[src/rtl/pxa_pkg.sv]
package pxa_pkg;
   localparam int DATA_W = 8;
   localparam int SHIFT_W = $clog2(DATA_W);
   localparam logic [5:0] CFG_WINDOW_OFS = 6'h25;
   localparam logic [5:0] CFG_FORMAT_OFS = 6'h3F;

   typedef enum logic [1:0] {
      ST_IDLE  = 2'd0,
      ST_ISSUE = 2'd1,
      ST_DATA  = 2'd2,
      ST_MERGE = 2'd3
   } pxa_state_e;
endpackage

[src/rtl/pxa_cfg_regs.sv]
module pxa_cfg_regs
   import pxa_pkg::*;
#(
   parameter int BANK_W = 7
) (
   input  logic              clk,
   input  logic              rst_n,
   input  logic              cfg_we,
   input  logic [5:0]        cfg_ofs,
   input  logic [7:0]        cfg_wdata,
   output logic              win_bitmap,
   output logic [BANK_W-1:0] win_bank,
   output logic              fmt_2bit
);
   initial begin
      assert (BANK_W >= 1 && BANK_W <= 7)
         else $error("pxa_cfg_regs: BANK_W must be 1..7");
   end

   always_ff @(posedge clk) begin
      if (!rst_n) begin
         win_bitmap <= 1'b0;
         win_bank   <= '0;
         fmt_2bit   <= 1'b0;
      end else if (cfg_we) begin
         if (cfg_ofs == CFG_WINDOW_OFS) begin
            win_bitmap <= cfg_wdata[7];
            win_bank   <= cfg_wdata[BANK_W-1:0];
         end
         if (cfg_ofs == CFG_FORMAT_OFS) begin
            fmt_2bit <= cfg_wdata[7];
         end
      end
   end
endmodule

[src/rtl/pxa_addr_map.sv]
module pxa_addr_map
   import pxa_pkg::*;
#(
   parameter int RAM_AW = 17,
   parameter int BANK_W = 7,
   parameter int WOFS_W = 13,
   localparam int IDX_W = BANK_W + WOFS_W
) (
   input  logic [IDX_W-1:0]   req_addr,
   input  logic               req_window,
   input  logic               req_bitmap,
   input  logic               win_bitmap,
   input  logic [BANK_W-1:0]  win_bank,
   input  logic               fmt_2bit,
   output logic [RAM_AW-1:0]  byte_addr,
   output logic               is_bitmap,
   output logic [SHIFT_W-1:0] shift
);
   logic [IDX_W-1:0] idx;
   logic [IDX_W-1:0] pix_byte;
   logic [IDX_W-1:0] byte_full;

   always_comb begin
      idx       = req_window ? {win_bank, req_addr[WOFS_W-1:0]} : req_addr;
      is_bitmap = req_window ? win_bitmap : req_bitmap;
      pix_byte  = fmt_2bit ? (idx >> 2) : (idx >> 1);
      byte_full = is_bitmap ? pix_byte : idx;
      byte_addr = byte_full[RAM_AW-1:0];
      if (!is_bitmap)
         shift = '0;
      else if (fmt_2bit)
         shift = {idx[1:0], 1'b0};
      else
         shift = {idx[0], 2'b00};
   end
endmodule

[src/rtl/pxa_field_unit.sv]
module pxa_field_unit
   import pxa_pkg::*;
(
   input  logic [DATA_W-1:0]  rdata,
   input  logic [DATA_W-1:0]  wdata,
   input  logic [SHIFT_W-1:0] shift,
   input  logic               is_bitmap,
   input  logic               fmt_2bit,
   output logic [DATA_W-1:0]  rd_field,
   output logic [DATA_W-1:0]  merged,
   output logic [DATA_W-1:0]  fmask
);
   logic [DATA_W-1:0] fbase;
   logic [DATA_W-1:0] wshift;

   always_comb begin
      fbase    = fmt_2bit ? DATA_W'(8'h03) : DATA_W'(8'h0F);
      fmask    = is_bitmap ? (fbase << shift) : '1;
      wshift   = is_bitmap ? ((wdata & fbase) << shift) : wdata;
      rd_field = is_bitmap ? ((rdata >> shift) & fbase) : rdata;
   end

   for (genvar b = 0; b < DATA_W; b++) begin : g_merge
      assign merged[b] = fmask[b] ? wshift[b] : rdata[b];
   end
endmodule

[src/rtl/pxa_packed_ram.sv]
module pxa_packed_ram
   import pxa_pkg::*;
#(
   parameter int RAM_AW = 17,
   parameter int BANK_W = 7,
   parameter int WOFS_W = 13,
   localparam int IDX_W = BANK_W + WOFS_W
) (
   input  logic              clk,
   input  logic              rst_n,
   input  logic              cfg_we,
   input  logic [5:0]        cfg_ofs,
   input  logic [7:0]        cfg_wdata,
   input  logic              req_valid,
   input  logic              req_window,
   input  logic              req_bitmap,
   input  logic              req_we,
   input  logic [IDX_W-1:0]  req_addr,
   input  logic [7:0]        req_wdata,
   output logic              busy,
   output logic              rsp_valid,
   output logic [7:0]        rsp_rdata,
   output logic              ram_en,
   output logic              ram_we,
   output logic [RAM_AW-1:0] ram_addr,
   output logic [7:0]        ram_wdata,
   input  logic [7:0]        ram_rdata
);
   initial begin
      assert (RAM_AW >= 1 && RAM_AW <= IDX_W)
         else $error("pxa_packed_ram: RAM_AW must be 1..IDX_W");
      assert (DATA_W == 8)
         else $error("pxa_packed_ram: byte-wide RAM expected");
   end

   pxa_state_e         state;
   logic               win_bitmap;
   logic [BANK_W-1:0]  win_bank;
   logic               fmt_2bit;
   logic [RAM_AW-1:0]  map_addr;
   logic               map_bitmap;
   logic [SHIFT_W-1:0] map_shift;
   logic [RAM_AW-1:0]  lat_addr;
   logic               lat_bitmap;
   logic               lat_fmt2;
   logic [SHIFT_W-1:0] lat_shift;
   logic               lat_we;
   logic [7:0]         lat_wdata;
   logic [7:0]         rd_field;
   logic [7:0]         merged;
   logic [7:0]         merge_q;
   logic [7:0]         fld_mask;
   logic               accept;

   pxa_cfg_regs #(.BANK_W(BANK_W)) u_cfg (
      .clk(clk), .rst_n(rst_n), .cfg_we(cfg_we), .cfg_ofs(cfg_ofs),
      .cfg_wdata(cfg_wdata), .win_bitmap(win_bitmap), .win_bank(win_bank),
      .fmt_2bit(fmt_2bit)
   );

   pxa_addr_map #(.RAM_AW(RAM_AW), .BANK_W(BANK_W), .WOFS_W(WOFS_W)) u_map (
      .req_addr(req_addr), .req_window(req_window), .req_bitmap(req_bitmap),
      .win_bitmap(win_bitmap), .win_bank(win_bank), .fmt_2bit(fmt_2bit),
      .byte_addr(map_addr), .is_bitmap(map_bitmap), .shift(map_shift)
   );

   pxa_field_unit u_field (
      .rdata(ram_rdata), .wdata(lat_wdata), .shift(lat_shift),
      .is_bitmap(lat_bitmap), .fmt_2bit(lat_fmt2),
      .rd_field(rd_field), .merged(merged), .fmask(fld_mask)
   );

   assign busy   = (state != ST_IDLE);
   assign accept = req_valid && !busy;

   always_ff @(posedge clk) begin
      if (!rst_n) begin
         state      <= ST_IDLE;
         rsp_valid  <= 1'b0;
         rsp_rdata  <= '0;
         merge_q    <= '0;
         lat_addr   <= '0;
         lat_bitmap <= 1'b0;
         lat_fmt2   <= 1'b0;
         lat_shift  <= '0;
         lat_we     <= 1'b0;
         lat_wdata  <= '0;
      end else begin
         rsp_valid <= 1'b0;
         unique case (state)
            ST_IDLE: begin
               if (accept) begin
                  lat_addr   <= map_addr;
                  lat_bitmap <= map_bitmap;
                  lat_fmt2   <= fmt_2bit;
                  lat_shift  <= map_shift;
                  lat_we     <= req_we;
                  lat_wdata  <= req_wdata;
                  state      <= ST_ISSUE;
               end
            end
            ST_ISSUE: begin
               state <= (lat_we && !lat_bitmap) ? ST_IDLE : ST_DATA;
            end
            ST_DATA: begin
               if (lat_we) begin
                  merge_q <= merged;
                  state   <= ST_MERGE;
               end else begin
                  rsp_valid <= 1'b1;
                  rsp_rdata <= rd_field;
                  state     <= ST_IDLE;
               end
            end
            ST_MERGE: state <= ST_IDLE;
            default:  state <= ST_IDLE;
         endcase
      end
   end

   always_comb begin
      ram_en    = (state == ST_ISSUE) || (state == ST_MERGE);
      ram_we    = ((state == ST_ISSUE) && lat_we && !lat_bitmap) || (state == ST_MERGE);
      ram_addr  = lat_addr;
      ram_wdata = (state == ST_MERGE) ? merge_q : lat_wdata;
   end
endmodule

[config.mk]
export PLATFORM = sky130hd
export DESIGN_NAME = pxa_packed_ram
export DESIGN_NICKNAME = d
export VERILOG_FILES = /design/src/rtl/pxa_pkg.sv /design/src/rtl/pxa_cfg_regs.sv /design/src/rtl/pxa_addr_map.sv /design/src/rtl/pxa_field_unit.sv /design/src/rtl/pxa_packed_ram.sv
export SDC_FILE = /design/constraint.sdc
export NUM_CORES = 1
export LEC_CHECK = 0
export ABC_AREA = 1
export BUFFER_PORTS_ARGS = -buffer_cell sky130_fd_sc_hd__buf_2
export CORE_MARGIN = 1
export CORE_UTILIZATION = 47
export CTS_BUF_LIST = sky130_fd_sc_hd__clkbuf_4 sky130_fd_sc_hd__clkbuf_8 sky130_fd_sc_hd__clkbuf_16
export CTS_CLUSTER_SIZE = 25
export DETAILED_ROUTE_END_ITERATION = 10
export HOLD_SLACK_MARGIN = 0.12
export PLACE_DENSITY = 0.77
export SYNTH_ARGS = -nofsm -noshare
export SYNTH_HDL_FRONTEND = slang
export SYNTH_SLANG_ARGS = --single-unit
[constraint.sdc]
create_clock -name clk -period 1.15 [get_ports clk]
set_input_delay 0.0575 -clock clk [delete_from_list [all_inputs] [get_ports clk]]
set_output_delay 0.0575 -clock clk [all_outputs]
set_load 0.005 [all_outputs]
Yosys cells after proc, flatten, opt, wreduce, memory -nomap -nowiden. Cells that the tools add are included.

Equal/unequal tests: 6. Shift operators: 3. Multiplexer cells: 24. Bitwise gates (word level): 3. Reductions and logical operators: 16.

Operators by type and width (count): 2-to-1 mux 17 bit (2); 2-to-1 mux 8 bit (4); 2-to-1 mux 19 bit (1); AND 8 bit (2); << shifter 8 x 3 -> 8 bit (2); equality test 6 bit (second input constant) (2); AND reduction 2 bit (6); 2-to-1 mux 1 bit (10); one-hot mux 2 bit (4 select lines) (1); >> shifter 8 x 3 -> 8 bit (1); 2-to-1 mux 2 bit (3); 2-to-1 mux 3 bit (2); equality test 2 bit (second input constant) (2); logical AND 1 bit (4); 2-to-1 mux 4 bit (1); equality test 2 x 1 -> 1 bit (second input constant) (1); logical NOT 1 bit (2); logical NOT 2 bit (1); logical OR 1 bit (2); inequality test 2 bit (second input constant) (1); nonzero test 2 bit (1); NOT 1 bit (1).

Register bits after elaboration: 58. Input port bits: 57.

Depth between registers and ports, before layout.
Depth after elaboration: 5. Depth in mapped cells: 9. Depth with buffers taken out: 8.

Modules after synthesis. Synthesis repeated with hierarchy kept, for this count alone.

Cells, all modules: 691. Area, all modules: 4056.4 um^2.

Modules (own cells, without submodules): pxa_packed_ram (instances 1, cells each 337, area an instance 2187.1 um^2, sequential area each 1001.0 um^2); pxa_field_unit (instances 1, cells each 163, area an instance 738.2 um^2, sequential area each 0.0 um^2); pxa_addr_map (instances 1, cells each 122, area an instance 665.6 um^2, sequential area each 0.0 um^2); pxa_cfg_regs (instances 1, cells each 69, area an instance 465.4 um^2, sequential area each 180.2 um^2).

Worst setup path after synthesis. OpenSTA, ideal clock, no wires.

Path type: flip-flop to flip-flop. Start point: register state[1]. End point: register lat_addr[0] (netlist: ram_addr[0]). Arrival time: 993 ps. Data required time: 1035 ps. Setup slack: 42 ps. Stages on the path, launching flop included: 7. Buffers on the path: 1. Cell sequence: dfxtp_1 inv_2 nand3_4 inv_2 buf_4 o211ai_1 inv_2.

Cells in the longest elaborated chain, start to end: 4.

Ends and longest elaborated chain: start, declared (line pxa_packed_ram.sv:36) `pxa_state_e state;`; start signal, assigned (line pxa_packed_ram.sv:103) `state <= (lat_we && !lat_bitmap) ? ST_IDLE : ST_DATA;`; nonzero test 2 bit (line pxa_packed_ram.sv:73) `assign busy = (state != ST_IDLE);`; logical NOT 1 bit (line pxa_packed_ram.sv:74) `assign accept = req_valid && !busy;`; logical AND 1 bit (line pxa_packed_ram.sv:74); AND reduction 2 bit (no line) (*); end signal, assigned (line pxa_packed_ram.sv:93) `lat_addr <= map_addr;`; end, declared (line pxa_packed_ram.sv:43) `logic [RAM_AW-1:0] lat_addr;`.

Mark *: on every way between the ends. The rest lies on a longest branch, timed or not. A chain may end at the register's enable or synchronous reset.

Final worst setup path.
Start point: register state[1]. End point: output port ram_wdata[1].

Cells in the longest elaborated chain, start to end: 2.

Ends and longest elaborated chain: equality test 2 bit (line pxa_packed_ram.sv:125) `ram_wdata = (state == ST_MERGE) ? merge_q : lat_wdata;`; 2-to-1 mux 8 bit (line pxa_packed_ram.sv:125); end, declared (line pxa_packed_ram.sv:26) `output logic [7:0] ram_wdata,`.

No other way between the ends.

==> results.ini <==
[die]
coreArea_um2=6390
fp.dieArea_um2=7000
start_util_pct=49.1
io-pin-count=94
rows=29
die_height_um=83.7
die_x_um=83.7

[pwr]
pwr-share-seq_pct=42.9
switchingPower_uw=1510
p_leak_uw=0.00228
comb_power_share_pct=22.9
p_per_area_nw_per_um2=1050
p_clk_share_pct=34.2
ir_drop_v=0.000814
power.internal_uw=3540
switching_share_pct=30.0

[route]
vias=3724
wire_per_inst_um=14.8
via_per_inst=5.35
firstDrtPassIters=6
drt_iter0_drc=190
antenna_left=0
drc=0
wl_um=10300

[setup_path]
slowest_delay_ns=0.37
r2r-start=state[0]
cp_cell_sequence=nand2_8, buf_8, nor2_4, a21oi_4, buf_2
cp-end-kind=output pin
worst-endpoint-arrival_ns=1.25
slowest_stage=dfxtp_4
crit_fanout=6
required_ns=1.09
startpoint_type=register
rrSetupSlack_ns=-0.15
reg2reg_to=lat_wdata[4]
ff2ff_path_depth=6
path_class=reg -> out

[global_route]
grt_pass1_wl_um=15400
track_usage_pct=26.9
grt_max_degree=34
antenna_found_initial=0
grt-ovfl-total=0
grt_pass1_vias=3487

[finish]
final_nets=671
diodes=0
fin_util_pct=75.5
drive_gt1_share_pct=40.2
final_cells=696
syn2layout_area_growth_pct=53.6

[yosys]
ys_seq_area_share_pct=36.4
netlist_area_um2=3140
synth.avg_cell_area_um2=6.88
yosysTopAreaCell=dfxtp_1
synth-main-ff-cell=dfxtp_1
synth.area.top_cells=dfxtp_1 36%, nand2_1 12%, a21oi_1 7.7%
yosysMostFrequentCell=nand2_1
synthDominantCellAreaShare_pct=36.4
syn_nets=513
synth-edff-count=0
yosys-top-cells-count=100 x nand2_1, 57 x dfxtp_1, 48 x a21oi_1
syn_inst=456
ys.warnings.count=0
async_flop_share_pct=0
synth.distinct_cells=27
ys_seq_elements=57

[clock_network]
cts_buffer_depth=2
clock_sinks=57
htreeDepth=3
numCtsBuffers=9
clkSlewWorstSetupHoldPaths_ns=0.07
clockRootBuffer=clkbuf_8
clk_latency_ns=0.34
cts_tree=yes

[sta]
relSlewSlack_pct=77.1
fmax_mhz=766
holdWs_ns=0.130
finalHoldViolations=0
fin_skew_ns=0.00708
min_period_over_period_pct=114
fin_ws_ns=-0.156
finalSetupViolations=57
min_period_ns=1.31
drv_slew=0
tightest_slew_ns=0.341
rsz0062_at_grt=yes

[placed_design]
dp.cells=619
port_buffers=91
gp_congestion=0.879
place_hpwl_um=5780
post-place-ws_ns=-0.0520

[worst_hold_path]
holdCritPathClass=in -> reg
hold_end=ram_addr[6]
worstHoldPathCells=5
hold_path.startpoint=req_addr[6]

[run_status]
violations=setup timing
outcome=finished with violations

[flow_run]
maxCapViolations=0

## worst max path at each step
stage | from | to | slack [ns] | cells after the start
floorplan | state[1] | ram_addr[0] | 0.04 | 6
global placement | state[1] | lat_wdata[1] | -0.01 | 5
detailed placement | state[1] | ram_addr[1] | -0.05 | 7
CTS | state[0] | ram_wdata[4] | -0.15 | 3
global route | state[0] | ram_addr[0] | -0.22 | 7
finish | state[1] | ram_wdata[1] | -0.16 | 5
## sequential cells by signal, indices dropped and copies added (netlist names)
| register | cells |
|---|---|
| lat_shift | 2 |
| merge_q | 8 |
| lat_fmt2 | 1 |
| ram_addr | 17 |
| lat_we | 1 |
| u_cfg.win_bitmap | 1 |
| u_cfg.fmt_2bit | 1 |
| state | 2 |
| lat_wdata | 8 |
| lat_bitmap | 1 |
| rsp_rdata | 8 |
| rsp_valid | 1 |
| u_cfg.win_bank | 6 |
## what timing repair did
action | CTS | global route
setup endpoints to repair | 33 | 62
gates cloned | 2 | 3
pin swaps | 3 | 9
setup buffers | 14 | 4
hold endpoints to repair | 36 | 0
resized for setup | 32 | 73
hold buffers | 38 | 0
## worst max-delay path: cells and delay by family, from the launching register on
| kind | cells | cell delay (ns) |
|---|---|---|
| buf+inv | 2 | 0.27 |
| simple gates | 2 | 0.14 |
| compound gates | 1 | 0.12 |
| flops | 1 | 0.37 |
## metrics by stage
stage	total power (uW)	area [um2]	setup TNS, ns
6_report	5050	4820	-4.92
3_5_place_dp	3040	3750	-0.568
4_1_cts	4920	4520	-1.66
3_3_place_gp	3020	3750	-0.0130
2_1_floorplan	2700	3140	0
5_1_grt	5290	4820	-8.25
## cell type report
cell class	instances	area, um2
Multi-Input combinational cell	314	1830
Fill cell	426	1570
Timing Repair Buffer	170	1290
Sequential cell	57	1160
Inverter	62	256
Clock buffer	11	151
Tap cell	77	96.3
Clock inverter	5	30.0
## layout by cell type (no fill, tap or decap), types with 2 or more instances in the layout
cell	n
inv_2	16
nor2_1	31
inv_4	6
nor2_4	2
dfxtp_4	4
clkinvlp_4	3
nand2_4	3
buf_4	24
o21ai_1	26
o211ai_1	8
o211ai_2	19
o21ai_0	25
mux2_4	2
nand3_1	22
clkbuf_16	2
dfxtp_1	49
dlygate4sd3_1	38
clkinv_2	3
nand3_4	4
o21ai_2	3
buf_2	89
or2_0	2
nand2_1	89
clkbuf_8	11
dfxtp_2	4
and2_1	2
buf_6	11
inv_1	38
nor2_2	7
o31ai_2	3
buf_12	5
nand3_2	2
a21oi_2	10
nand2_2	11
a21oi_1	37
## routing by layer
metal	part of all wire (%)	wire length (um)	track usage, %
met3	5.4	559	7.12
met5	0	0	0
met2	52	5330	50.0
met4	3.2	326	8.63
met1	40	4070	29.5
## logic make-up after synthesis
logic type             count (synthesis)  synth area share, %
multiplexers                           2                0.718
AO/OA/AOI/OAI                        133                 26.7
buffers and inverters                 87                 12.2
AND/OR/NAND/NOR                      177                 23.9
flip-flops                            57                 36.4
## power by group through the flow
stage | Combinational (uW) | Clock, uW | Sequential, uW
after floorplan | 508 | 0 | 2190
after global placement | 827 | 0 | 2190
after detailed placement | 848 | 0 | 2200
after CTS | 1040 | 1730 | 2150
after global routing | 1270 | 1840 | 2180
final | 1160 | 1730 | 2170
(Power assumes the default switching activity.)
